$ cat config.mk
export PLATFORM = sky130hd
export DESIGN_NAME = store_order_buf
export DESIGN_NICKNAME = d
export VERILOG_FILES = /design/src/rtl/sob_pkg.sv /design/src/rtl/sob_entries.sv /design/src/rtl/sob_ldchk.sv /design/src/rtl/sob_drain.sv /design/src/rtl/store_order_buf.sv
export SDC_FILE = /design/constraint.sdc
export NUM_CORES = 1
export LEC_CHECK = 0
export ABC_CLOCK_PERIOD_IN_PS = 8960
export BUFFER_PORTS_ARGS = -buffer_cell sky130_fd_sc_hd__buf_2
export CAP_MARGIN = 20
export CORE_MARGIN = 2
export CORE_UTILIZATION = 55
export DETAILED_ROUTE_END_ITERATION = 6
export GPL_TIMING_DRIVEN = 1
export PLACE_DENSITY = 0.71
export SYNTH_ARGS = -nofsm -noshare
export SYNTH_HDL_FRONTEND = slang
export SYNTH_HIERARCHICAL = 1
export SYNTH_SLANG_ARGS = --single-unit
$ cat constraint.sdc
create_clock -name clk -period 8.96 [get_ports clk]
set_input_delay 1.792 -clock clk [delete_from_list [all_inputs] [get_ports clk]]
set_output_delay 1.792 -clock clk [all_outputs]
set_load 0.005 [all_outputs]
$ cat src/rtl/sob_pkg.sv
package sob_pkg;
    typedef enum logic [1:0] {
        RSP_CACHE = 2'd0,
        RSP_FWD   = 2'd1,
        RSP_BLOCK = 2'd2
    } rsp_kind_e;

    typedef enum logic [1:0] {
        CS_NONE = 2'd0,
        CS_ADDR = 2'd1,
        CS_DATA = 2'd2,
        CS_PART = 2'd3
    } blk_cause_e;

    typedef enum logic [0:0] {
        DRAIN_IDLE  = 1'b0,
        DRAIN_WRITE = 1'b1
    } drain_state_e;
endpackage

$ cat src/rtl/sob_entries.sv
module sob_entries #(
    parameter int NUM_ENT = 8,
    parameter int AW = 16,
    parameter int DW = 32,
    localparam int IW = $clog2(NUM_ENT),
    localparam int BW = DW / 8
) (
    input  logic             clk,
    input  logic             rst_n,
    input  logic             alloc_en,
    input  logic [IW-1:0]    alloc_pos,
    input  logic             addr_we,
    input  logic [IW-1:0]    addr_pos,
    input  logic [AW-1:0]    addr_in,
    input  logic [BW-1:0]    be_in,
    input  logic             data_we,
    input  logic [IW-1:0]    data_pos,
    input  logic [DW-1:0]    data_in,
    input  logic             retire_en,
    input  logic [IW-1:0]    retire_pos,
    input  logic             free_en,
    input  logic [IW-1:0]    free_pos,
    input  logic             flush_en,
    output logic [NUM_ENT-1:0] vld,
    output logic [NUM_ENT-1:0] sen,
    output logic [NUM_ENT-1:0] av,
    output logic [NUM_ENT-1:0] dv,
    output logic [AW-1:0]    e_addr [NUM_ENT],
    output logic [BW-1:0]    e_be   [NUM_ENT],
    output logic [DW-1:0]    e_data [NUM_ENT]
);
    always_ff @(posedge clk or negedge rst_n) begin
        if (!rst_n) begin
            vld <= '0;
            sen <= '0;
            av  <= '0;
            dv  <= '0;
            for (int i = 0; i < NUM_ENT; i++) begin
                e_addr[i] <= '0;
                e_be[i]   <= '0;
                e_data[i] <= '0;
            end
        end else begin
            for (int i = 0; i < NUM_ENT; i++) begin
                if (alloc_en && alloc_pos == IW'(i)) begin
                    vld[i] <= 1'b1;
                    sen[i] <= 1'b0;
                    av[i]  <= 1'b0;
                    dv[i]  <= 1'b0;
                end else if (free_en && free_pos == IW'(i)) begin
                    vld[i] <= 1'b0;
                    sen[i] <= 1'b0;
                end else if (retire_en && retire_pos == IW'(i)) begin
                    sen[i] <= 1'b1;
                end else if (flush_en && !sen[i]) begin
                    vld[i] <= 1'b0;
                end
                if (addr_we && addr_pos == IW'(i)) begin
                    av[i]     <= 1'b1;
                    e_addr[i] <= addr_in;
                    e_be[i]   <= be_in;
                end
                if (data_we && data_pos == IW'(i)) begin
                    dv[i]     <= 1'b1;
                    e_data[i] <= data_in;
                end
            end
        end
    end
endmodule

$ cat src/rtl/sob_ldchk.sv
module sob_ldchk
    import sob_pkg::*;
#(
    parameter int NUM_ENT = 8,
    parameter int AW = 16,
    parameter int DW = 32,
    localparam int IW = $clog2(NUM_ENT),
    localparam int BW = DW / 8
) (
    input  logic [IW:0]        head,
    input  logic [IW:0]        tag,
    input  logic [AW-1:0]      ld_addr,
    input  logic [BW-1:0]      ld_be,
    input  logic [NUM_ENT-1:0] vld,
    input  logic [NUM_ENT-1:0] av,
    input  logic [NUM_ENT-1:0] dv,
    input  logic [AW-1:0]      e_addr [NUM_ENT],
    input  logic [BW-1:0]      e_be   [NUM_ENT],
    input  logic [DW-1:0]      e_data [NUM_ENT],
    output rsp_kind_e          kind,
    output blk_cause_e         cause,
    output logic [IW-1:0]      blk_pos,
    output logic [DW-1:0]      fwd_data
);
    logic [IW:0]   lim;
    logic          in_rng;
    logic [IW-1:0] pos;
    logic          unres;
    logic [IW-1:0] unres_pos;
    logic          hit;
    logic [IW-1:0] hit_pos;

    always_comb begin
        lim       = tag + (IW+1)'(1) - head;
        in_rng    = (lim <= (IW+1)'(NUM_ENT));
        pos       = '0;
        unres     = 1'b0;
        unres_pos = '0;
        hit       = 1'b0;
        hit_pos   = '0;
        // oldest to youngest: keep the first unresolved, the last match
        for (int r = 0; r < NUM_ENT; r++) begin
            pos = head[IW-1:0] + IW'(r);
            if (in_rng && ((IW+1)'(r) < lim) && vld[pos]) begin
                if (!av[pos]) begin
                    if (!unres) begin
                        unres     = 1'b1;
                        unres_pos = pos;
                    end
                end else if (e_addr[pos] == ld_addr && |(e_be[pos] & ld_be)) begin
                    hit     = 1'b1;
                    hit_pos = pos;
                end
            end
        end

        kind     = RSP_CACHE;
        cause    = CS_NONE;
        blk_pos  = '0;
        fwd_data = '0;
        if (unres) begin
            kind    = RSP_BLOCK;
            cause   = CS_ADDR;
            blk_pos = unres_pos;
        end else if (hit) begin
            if (!dv[hit_pos]) begin
                kind    = RSP_BLOCK;
                cause   = CS_DATA;
                blk_pos = hit_pos;
            end else if ((ld_be & ~e_be[hit_pos]) != '0) begin
                kind    = RSP_BLOCK;
                cause   = CS_PART;
                blk_pos = hit_pos;
            end else begin
                kind     = RSP_FWD;
                fwd_data = e_data[hit_pos];
            end
        end
    end
endmodule

$ cat src/rtl/sob_drain.sv
module sob_drain
    import sob_pkg::*;
(
    input  logic clk,
    input  logic rst_n,
    input  logic have_senior,
    input  logic cache_idle,
    output logic wr_fire
);
    drain_state_e st_q, st_d;

    always_ff @(posedge clk or negedge rst_n) begin
        if (!rst_n) st_q <= DRAIN_IDLE;
        else        st_q <= st_d;
    end

    always_comb begin
        st_d = st_q;
        unique case (st_q)
            DRAIN_IDLE:  st_d = (have_senior && cache_idle) ? DRAIN_WRITE : DRAIN_IDLE;
            DRAIN_WRITE: st_d = DRAIN_IDLE;
            default:     st_d = DRAIN_IDLE;
        endcase
    end

    always_comb begin
        wr_fire = (st_q == DRAIN_WRITE);
    end
endmodule

$ cat src/rtl/store_order_buf.sv
module store_order_buf
    import sob_pkg::*;
#(
    parameter int NUM_ENT = 8,
    parameter int ADDR_W = 16,
    parameter int DATA_W = 32,
    localparam int IW = $clog2(NUM_ENT),
    localparam int BW = DATA_W / 8
) (
    input  logic              clk,
    input  logic              rst_n,
    input  logic              st_alloc,
    output logic [IW:0]       st_alloc_tag,
    output logic              st_full,
    input  logic              st_addr_valid,
    input  logic [IW-1:0]     st_addr_idx,
    input  logic [ADDR_W-1:0] st_addr,
    input  logic [BW-1:0]     st_be,
    input  logic              st_data_valid,
    input  logic [IW-1:0]     st_data_idx,
    input  logic [DATA_W-1:0] st_data,
    input  logic              st_retire,
    input  logic              flush,
    input  logic              ld_valid,
    input  logic [IW:0]       ld_tag,
    input  logic [ADDR_W-1:0] ld_addr,
    input  logic [BW-1:0]     ld_be,
    output logic              ld_rsp_valid,
    output logic [1:0]        ld_rsp_kind,
    output logic [1:0]        ld_rsp_cause,
    output logic [IW-1:0]     ld_rsp_idx,
    output logic [DATA_W-1:0] ld_rsp_data,
    output logic              wake_addr_valid,
    output logic [IW-1:0]     wake_addr_idx,
    output logic              wake_data_valid,
    output logic [IW-1:0]     wake_data_idx,
    output logic              wake_free_valid,
    output logic [IW-1:0]     wake_free_idx,
    input  logic              cache_idle,
    output logic              cache_wr_valid,
    output logic [ADDR_W-1:0] cache_wr_addr,
    output logic [BW-1:0]     cache_wr_be,
    output logic [DATA_W-1:0] cache_wr_data
);
    logic [IW:0] head, sen_ptr, tail;
    logic [NUM_ENT-1:0] vld, sen, av, dv;
    logic [ADDR_W-1:0]  e_addr [NUM_ENT];
    logic [BW-1:0]      e_be   [NUM_ENT];
    logic [DATA_W-1:0]  e_data [NUM_ENT];
    logic do_alloc, do_retire, wr_fire;
    rsp_kind_e  chk_kind;
    blk_cause_e chk_cause;
    logic [IW-1:0]     chk_pos;
    logic [DATA_W-1:0] chk_data;

    assign st_full      = ((tail - head) == (IW+1)'(NUM_ENT));
    assign st_alloc_tag = tail;
    assign do_alloc     = st_alloc && !st_full && !flush;
    assign do_retire    = st_retire && (sen_ptr != tail);

    always_ff @(posedge clk or negedge rst_n) begin
        if (!rst_n) begin
            head    <= '0;
            sen_ptr <= '0;
            tail    <= '0;
        end else begin
            head    <= head + (IW+1)'(wr_fire);
            sen_ptr <= sen_ptr + (IW+1)'(do_retire);
            tail    <= flush ? sen_ptr + (IW+1)'(do_retire) : tail + (IW+1)'(do_alloc);
        end
    end

    sob_entries #(.NUM_ENT(NUM_ENT), .AW(ADDR_W), .DW(DATA_W)) u_ent (
        .clk(clk), .rst_n(rst_n),
        .alloc_en(do_alloc), .alloc_pos(tail[IW-1:0]),
        .addr_we(st_addr_valid), .addr_pos(st_addr_idx), .addr_in(st_addr), .be_in(st_be),
        .data_we(st_data_valid), .data_pos(st_data_idx), .data_in(st_data),
        .retire_en(do_retire), .retire_pos(sen_ptr[IW-1:0]),
        .free_en(wr_fire), .free_pos(head[IW-1:0]),
        .flush_en(flush),
        .vld(vld), .sen(sen), .av(av), .dv(dv),
        .e_addr(e_addr), .e_be(e_be), .e_data(e_data)
    );

    sob_ldchk #(.NUM_ENT(NUM_ENT), .AW(ADDR_W), .DW(DATA_W)) u_chk_ld (
        .head(head), .tag(ld_tag), .ld_addr(ld_addr), .ld_be(ld_be),
        .vld(vld), .av(av), .dv(dv),
        .e_addr(e_addr), .e_be(e_be), .e_data(e_data),
        .kind(chk_kind), .cause(chk_cause), .blk_pos(chk_pos), .fwd_data(chk_data)
    );

    sob_drain u_drain (
        .clk(clk), .rst_n(rst_n),
        .have_senior(head != sen_ptr),
        .cache_idle(cache_idle),
        .wr_fire(wr_fire)
    );

    assign cache_wr_valid = wr_fire;
    assign cache_wr_addr  = wr_fire ? e_addr[head[IW-1:0]] : '0;
    assign cache_wr_be    = wr_fire ? e_be[head[IW-1:0]]   : '0;
    assign cache_wr_data  = wr_fire ? e_data[head[IW-1:0]] : '0;

    always_ff @(posedge clk or negedge rst_n) begin
        if (!rst_n) begin
            ld_rsp_valid    <= 1'b0;
            ld_rsp_kind     <= RSP_CACHE;
            ld_rsp_cause    <= CS_NONE;
            ld_rsp_idx      <= '0;
            ld_rsp_data     <= '0;
            wake_addr_valid <= 1'b0;
            wake_addr_idx   <= '0;
            wake_data_valid <= 1'b0;
            wake_data_idx   <= '0;
            wake_free_valid <= 1'b0;
            wake_free_idx   <= '0;
        end else begin
            ld_rsp_valid    <= ld_valid;
            ld_rsp_kind     <= ld_valid ? chk_kind  : RSP_CACHE;
            ld_rsp_cause    <= ld_valid ? chk_cause : CS_NONE;
            ld_rsp_idx      <= ld_valid ? chk_pos   : '0;
            ld_rsp_data     <= ld_valid ? chk_data  : '0;
            wake_addr_valid <= st_addr_valid;
            wake_addr_idx   <= st_addr_idx;
            wake_data_valid <= st_data_valid;
            wake_data_idx   <= st_data_idx;
            wake_free_valid <= wr_fire;
            wake_free_idx   <= head[IW-1:0];
        end
    end
endmodule

======== Word level (Yosys, flattened, before mapping) ========
Index checks and enable logic that the tools add are counted.
cells by class
  equality and inequality tests ........... 54
  muxes and demuxes ....................... 284
  bitwise gates (word level) .............. 20
  order comparisons ....................... 27
  add/subtract/negate cells ............... 13
  reductions and logical operators ........ 140
operator list
  operator                                                   count
  binary-select mux 16 bit (select 3 bit)                    8
  two-way mux 32 bit                                         10
  two-way mux 16 bit                                         17
  binary-select mux 32 bit (select 3 bit)                    2
  two-way mux 3 bit                                          52
  two-way mux 1 bit                                          138
  == test 16 bit                                             8
  binary-select mux 4 bit (select 3 bit)                     9
  two-way mux 4 bit                                          20
  logical AND 1 bit                                          76
  == test 3 bit (second input constant)                      20
  binary-select mux 1 bit (select 3 bit)                     17
  nonzero test 3 bit                                         16
  bitwise AND 4 bit                                          9
  greater-or-equal comparator 4 bit (second input constant)  9
  < comparator 3 x 4 -> 1 bit (second input constant)        9
  NOT 3 -> 4 bit                                             9
  nonzero test 2 bit                                         16
  OR reduction 4 bit                                         8
  == test 3 x 2 -> 1 bit (second input constant)             10
  inequality test 3 x 1 -> 1 bit (second input constant)     8
  two-way mux 2 bit                                          10
  < comparator 3 x 4 -> 1 bit (first input constant)         4
  AND reduction 2 bit                                        8
  18 further kinds                                           45
word-level totals
  logic and storage cells ................. 609
  input bits .............................. 91
  output and inout port bits .............. 110
  register bits ........................... 513

======== Logic depth before layout (Yosys ltp) ========
  depth in word-level cells ............... 43
  depth in mapped cells ................... 34
  depth with buffers taken out ............ 22

======== Modules after synthesis ========
The synthesis kept the hierarchy.
modules (own cells, without submodules)
  module           times used  area an instance (um2)  sequential area each (um2)  cells each
  sob_entries      1           16897.5                 11210.8                     1013
  sob_ldchk        1           14468.9                 0.0                         1783
  store_order_buf  1           5455.2                  1601.5                      348
  sob_drain        1           33.8                    25.0                        2

======== Least setup slack after synthesis ========
No wires, ideal clock.
  path kind ............................... input -> register
  start ................................... input port ld_tag[1]
  end ..................................... register ld_rsp_data[28]
  buffers on the path ..................... 3
  data arrival time ....................... 7.012 ns
  path slack .............................. 1.882 ns
  setup time .............................. 0.066 ns
  required time ........................... 8.894 ns
  stages .................................. 25
  cell sequence ........................... inv_1 ha_1 inv_1 ha_1 inv_1 fa_1 nor3b_1 xnor3_1 or3_4 a21o_1 nor4b_2 nand3b_1 a21o_1 a21o_2 a21oi_1 buf_4 a22oi_1 a211o_1 nor4b_1 or4_4 or3_1 buf_6 buf_6 nor3_2 and2_1
between the ends
  word-level cells in the longest chain between the ends .. 39
  elaborated cells between the ends (all ways) .. 103
  those cells by class .................... add/sub: 2; order compare: 9; mux: 72; bitwise: 3; reduce/logical: 17
ends and longest elaborated chain
  element                                                                        RTL line                          text
  start, declared                                                                store_order_buf.sv:25             input logic [IW:0] ld_tag,
  adder 4 x 1 -> 4 bit *                                                         sob_ldchk.sv:34                   lim = tag + (IW+1)'(1) - head;
  subtractor 4 bit *                                                             sob_ldchk.sv:34
  less-or-equal comparator 4 bit or < comparator 1 x 4 -> 1 bit (tied branches)  sob_ldchk.sv:35, sob_ldchk.sv:44
  logical AND 1 bit (2 in series)                                                sob_ldchk.sv:44                   if (in_rng && ((IW+1)'(r) < lim) && vld[pos]) begin
  two-way mux 3 bit                                                              sob_ldchk.sv:44
  two-way mux 3 bit                                                              sob_ldchk.sv:50                   end else if (e_addr[pos] == ld_addr && |(e_be[pos] & ld_be)) begin
  two-way mux 3 bit                                                              sob_ldchk.sv:45                   if (!av[pos]) begin
  two-way mux 3 bit                                                              sob_ldchk.sv:44
  [... 23 more ...]                                                              -
  bitwise AND 4 bit                                                              sob_ldchk.sv:70                   end else if ((ld_be & ~e_be[hit_pos]) != '0) begin
  nonzero test 4 bit                                                             sob_ldchk.sv:70
  two-way mux 32 bit                                                             sob_ldchk.sv:70
  two-way mux 32 bit                                                             sob_ldchk.sv:66                   if (!dv[hit_pos]) begin
  two-way mux 32 bit                                                             sob_ldchk.sv:65                   end else if (hit) begin
  two-way mux 32 bit *                                                           sob_ldchk.sv:61                   if (unres) begin
  net chk_data[28]                                                               store_order_buf.sv:54             logic [DATA_W-1:0] chk_data;
  two-way mux 32 bit *                                                           store_order_buf.sv:122            ld_rsp_data <= ld_valid ? chk_data : '0;
  end signal, assigned                                                           store_order_buf.sv:122
  end, declared                                                                  store_order_buf.sv:32             output logic [DATA_W-1:0] ld_rsp_data,
The timed path passes the listed nets; every way through them passes the cells marked *. The select of a mux whose other input is x is not followed.
A chain may end at the register's enable or synchronous reset.

======== Final worst setup path ========
  start ................................... register head[0]
  end ..................................... register ld_rsp_data[0]
between the ends
  word-level cells in the longest chain between the ends .. 43
  elaborated cells between the ends (all ways) .. 234
  those cells by class .................... add/sub: 8; order compare: 9; eq/ne: 8; mux: 157; bitwise: 19; reduce/logical: 33
ends and longest elaborated chain
  element                                                        RTL line                text
  start, declared                                                store_order_buf.sv:45   logic [IW:0] head, sen_ptr, tail;
  start signal, assigned                                         store_order_buf.sv:67   head <= head + (IW+1)'(wr_fire);
  branches (longest 41 deep; another with adder 3 x 1 -> 3 bit)  -
  two-way mux 32 bit *                                           sob_ldchk.sv:61
  net chk_data[0]                                                store_order_buf.sv:54
  two-way mux 32 bit *                                           store_order_buf.sv:122
Mark *: on every way through the listed nets, which the timed path passes. The select of a mux whose other input is x is not followed.

==> flow_summary.yaml <==
setup_path:
  start_kind: "register"
  cp_slowest_cell: "dfrtp_4"
  critical_path_class: "reg -> reg"
  required_ns: 9.55
  critPathArrivalTime_ns: 8.46
  crit_chain: "clkinv_2 > ha_4 > buf_4 > mux4_2 > xnor2_1 > nand3_1 > a21oi_1 > nand4_1 > o311ai_1 > a31oi_4 > nor2_2 > o21ai_0 > a21o_1 > o2111a_1 > or4_4 > or3_2 > buf_12 > nor3_2 > and2_1"
  critPathMaxFanout: 52
  critPathMaxStageDelay_ns: 0.82
  cp-end-kind: "register"
synthesis:
  synthAdderAreaFrac_pct: 0.5636
  synth_async_sr_flop_share_pct: 100.0
  synthTopCellsByArea: "dfrtp_1 (35%), mux4_2 (15%), mux2_2 (13%)"
  synth_cells: 3146
  yosysTopAreaCell: "dfrtp_1"
  ys_types: 103
  synth_top_area_share_pct: 34.83
  synth_simple_gate_area_share_pct: 12.35
  synth-edff-count: 0
  synth_top_family_by_area: "multiplexers"
  syn_avg_cell_area_um2: 11.71
  synth_seq_area_share_pct: 34.83
  synthMuxAreaShare_pct: 35.87
  synthFlopType: "dfrtp_1"
  synthXorXnorAreaFrac_pct: 3.853
  syn_nets: 3253
  synth-compound-area-share_pct: 7.815
  yosysWarningCount: 6
  synth-seq-cells: 513
  syn_area_um2: 36860
sta:
  hold_viol: 0
  fin_crit_sh_pct: 87.85
  setup_viol: 0
  rsz0062_at_grt: "false"
  period_needed_ns: 7.871
  fin_skew_ns: 0.06462
  fmax_mhz: 127.0
  setup-tns-final_ns: 0
  maxSlewViolCount: 0
  tightest_slew_ns: 1.131
  slew_headroom_pct: 24.57
pwr:
  leakage_nw: 16.79
  peakVddDrop_mv: 0.2177
  powerDensity_nw_per_um2: 370.3
  power_mw: 14.85
floorplanning:
  io_pins: 201
  core_region_area_um2: 66100
  fp.dieW_um: 262.9
  die_h_um: 262.9
  initial_core_util_pct: 55.76
  row_count: 94
  die-area_um2: 69100
drt:
  wire_per_inst_um: 28.36
  drc: 0
  viasPerCell: 7.010
  routed_wl_mm: 117.0
  first_iter_violations: 3139
  vias: 28920
  drt_pass1_iterations: 6
  ant_nets: 0
clock_tree:
  cts-root-buf: "clkbuf_16"
  cts_buffer_depth: 3
  ctsHoldBuffers: 0
  cts_htree_levels: 2
  post-cts-setup-buffer-count: 0
  post_cts_resized: 0
  clock_sinks: 513
  insertion_delay_ns: 0.66
  clk_pin_slew_ns: 0.06
  numCtsBuffers: 59
  cts_tree: "done"
place:
  io_buffers: 200
  placed_cell_area_um2: 38020
  gp_congestion: 0.9952
  hpwlAfterDp_mm: 74.54
outcome:
  status: "completed"
hold_path:
  hold_path.class: "reg -> reg"
global_route:
  grt_max_degree: 171
  grt_antenna_before_repair: 4
  track_usage_pct: 33.40
  grt_pass1_wl_mm: 179.3
  grt_pass1_vias: 29160
  overflow: 0
layout:
  fin_area_um2: 40110
  drive_above_1_share_pct: 34.47
  synthToLayoutAreaGrowth_pct: 8.830
  fin_nets: 3317
flow_run:
  cap_violations: 0
[synth_stat cells, types with 10 or more instances]
| library cell | n |
|---|---|
| xor2_1 | 31 |
| a21oi_1 | 46 |
| mux4_2 | 244 |
| inv_1 | 27 |
| dfrtp_1 | 513 |
| a31oi_1 | 45 |
| nand4_1 | 32 |
| buf_2 | 68 |
| buf_4 | 33 |
| buf_6 | 37 |
| o21ai_0 | 50 |
| mux4_1 | 36 |
| mux2_2 | 423 |
| nand2_1 | 371 |
| o22ai_1 | 36 |
| a22o_1 | 54 |
| nor3_2 | 31 |
| xnor2_1 | 123 |
| mux2i_1 | 180 |
| clkbuf_1 | 94 |
| nand3_1 | 104 |
| and2_1 | 46 |
| a21o_1 | 12 |
| nor2_1 | 77 |
| nand4b_1 | 10 |
| a22oi_1 | 25 |
| buf_1 | 18 |
| nor3_1 | 39 |
| and3_1 | 60 |
| nand2b_1 | 14 |
| mux2_1 | 19 |
| ha_1 | 15 |
| a311oi_1 | 38 |
[flip-flops by register name, summed over array words and instances (netlist names), 4 cells and up]
name          flops
u_ent/e_data    256
u_ent/e_addr    128
ld_rsp_data      32
u_ent/e_be       32
u_ent/av          8
u_ent/dv          8
u_ent/sen         8
u_ent/vld         8
head              4
sen_ptr           4
st_alloc_tag      4
[cells by family after synthesis]
family	count (synthesis)
compound gates	396
xor+xnor	158
fa+ha+maj	16
buf+inv	290
flops	513
mux	902
simple gates	871
[critical path: cells and delay by family (launching register included)]
family,cells,cell delay (ns)
AO/OA/AOI/OAI,6,1.53
flip-flops,1,0.82
AND/OR/NAND/NOR,7,2.40
XOR/XNOR,1,0.63
adder cells (fa/ha/maj),1,0.82
multiplexers,1,0.57
buffers and inverters,3,0.97
[layout by cell type, fill, tap and decap left out, types with 10 or more instances in the layout]
master,instances
buf_4,58
o22ai_1,36
a21oi_1,46
a22oi_1,25
a31oi_1,45
xor2_1,30
nor2_1,76
a311oi_1,38
nor3_1,38
ha_1,14
mux2i_1,180
a22o_1,53
o21ai_0,50
and2_1,44
nand4_1,32
mux2_2,423
inv_1,27
and3_1,60
nand2_1,370
mux4_2,244
dfrtp_1,510
mux4_1,36
buf_2,199
xnor2_1,121
clkbuf_16,59
nand4b_1,10
nor3_2,30
clkinv_2,13
nand3_1,104
nand2b_1,14
a21o_1,12
mux2_1,19
clkbuf_8,18
[path summary, 6_finish.rpt]
path	startpoint	endpoint	slack [ns]	depth (start not counted)
setup reg to reg	head[0]	ld_rsp_data[0]	1.09	19
min in group asynchronous	rst_n	u_ent/e_addr[104]	1.26	1
max in group asynchronous	rst_n	u_ent/e_be[20]	5.67	3
setup / recovery	head[0]	ld_rsp_data[0]	1.09	19
hold / removal	u_ent/dv[2]	u_ent/dv[2]	0.48	1
hold reg to reg	u_ent/dv[2]	u_ent/dv[2]	0.48	1
[metal layers]
metal,GRT usage (%),routed length (um)
met5,0,13
met2,55.42,57150
met1,42.15,44390
met4,17.27,6372
met3,5.922,9077
[stage by stage]
stage | setup WS, ns | utilization (%) | std cells | hold WS [ns]
floorplan | 1.882 | - | 3146 | 0.4468
global placement | 0.7542 | 57.48 | 4012 | 0.4636
detailed placement | 0.7743 | 57.52 | 4013 | 0.4695
CTS | 1.150 | 60.67 | 4122 | 0.4819
global route | 0.6752 | 60.67 | 4124 | 0.4969
finish | 1.089 | 60.68 | 4126 | 0.4801
[power breakdown]
part | leakage [nW] | internal, mW | switching (mW)
logic | 9.54 | 4.02 | 4.65
clock network | 1.03 | 1.51 | 1.04
registers | 6.22 | 2.85 | 0.780
[final cells by class]
cell class | instances | area, um2
clock inverters | 25 | 332.8
diodes | 4 | 10.01
multi-input cells | 2343 | 22410
well taps | 864 | 1081
repair buffers | 264 | 1567
clock buffers | 84 | 1750
fillers | 5236 | 25990
inverters | 29 | 110.1
flip-flops and latches | 513 | 12850
Note: power is estimated with default switching activity, not from simulation.
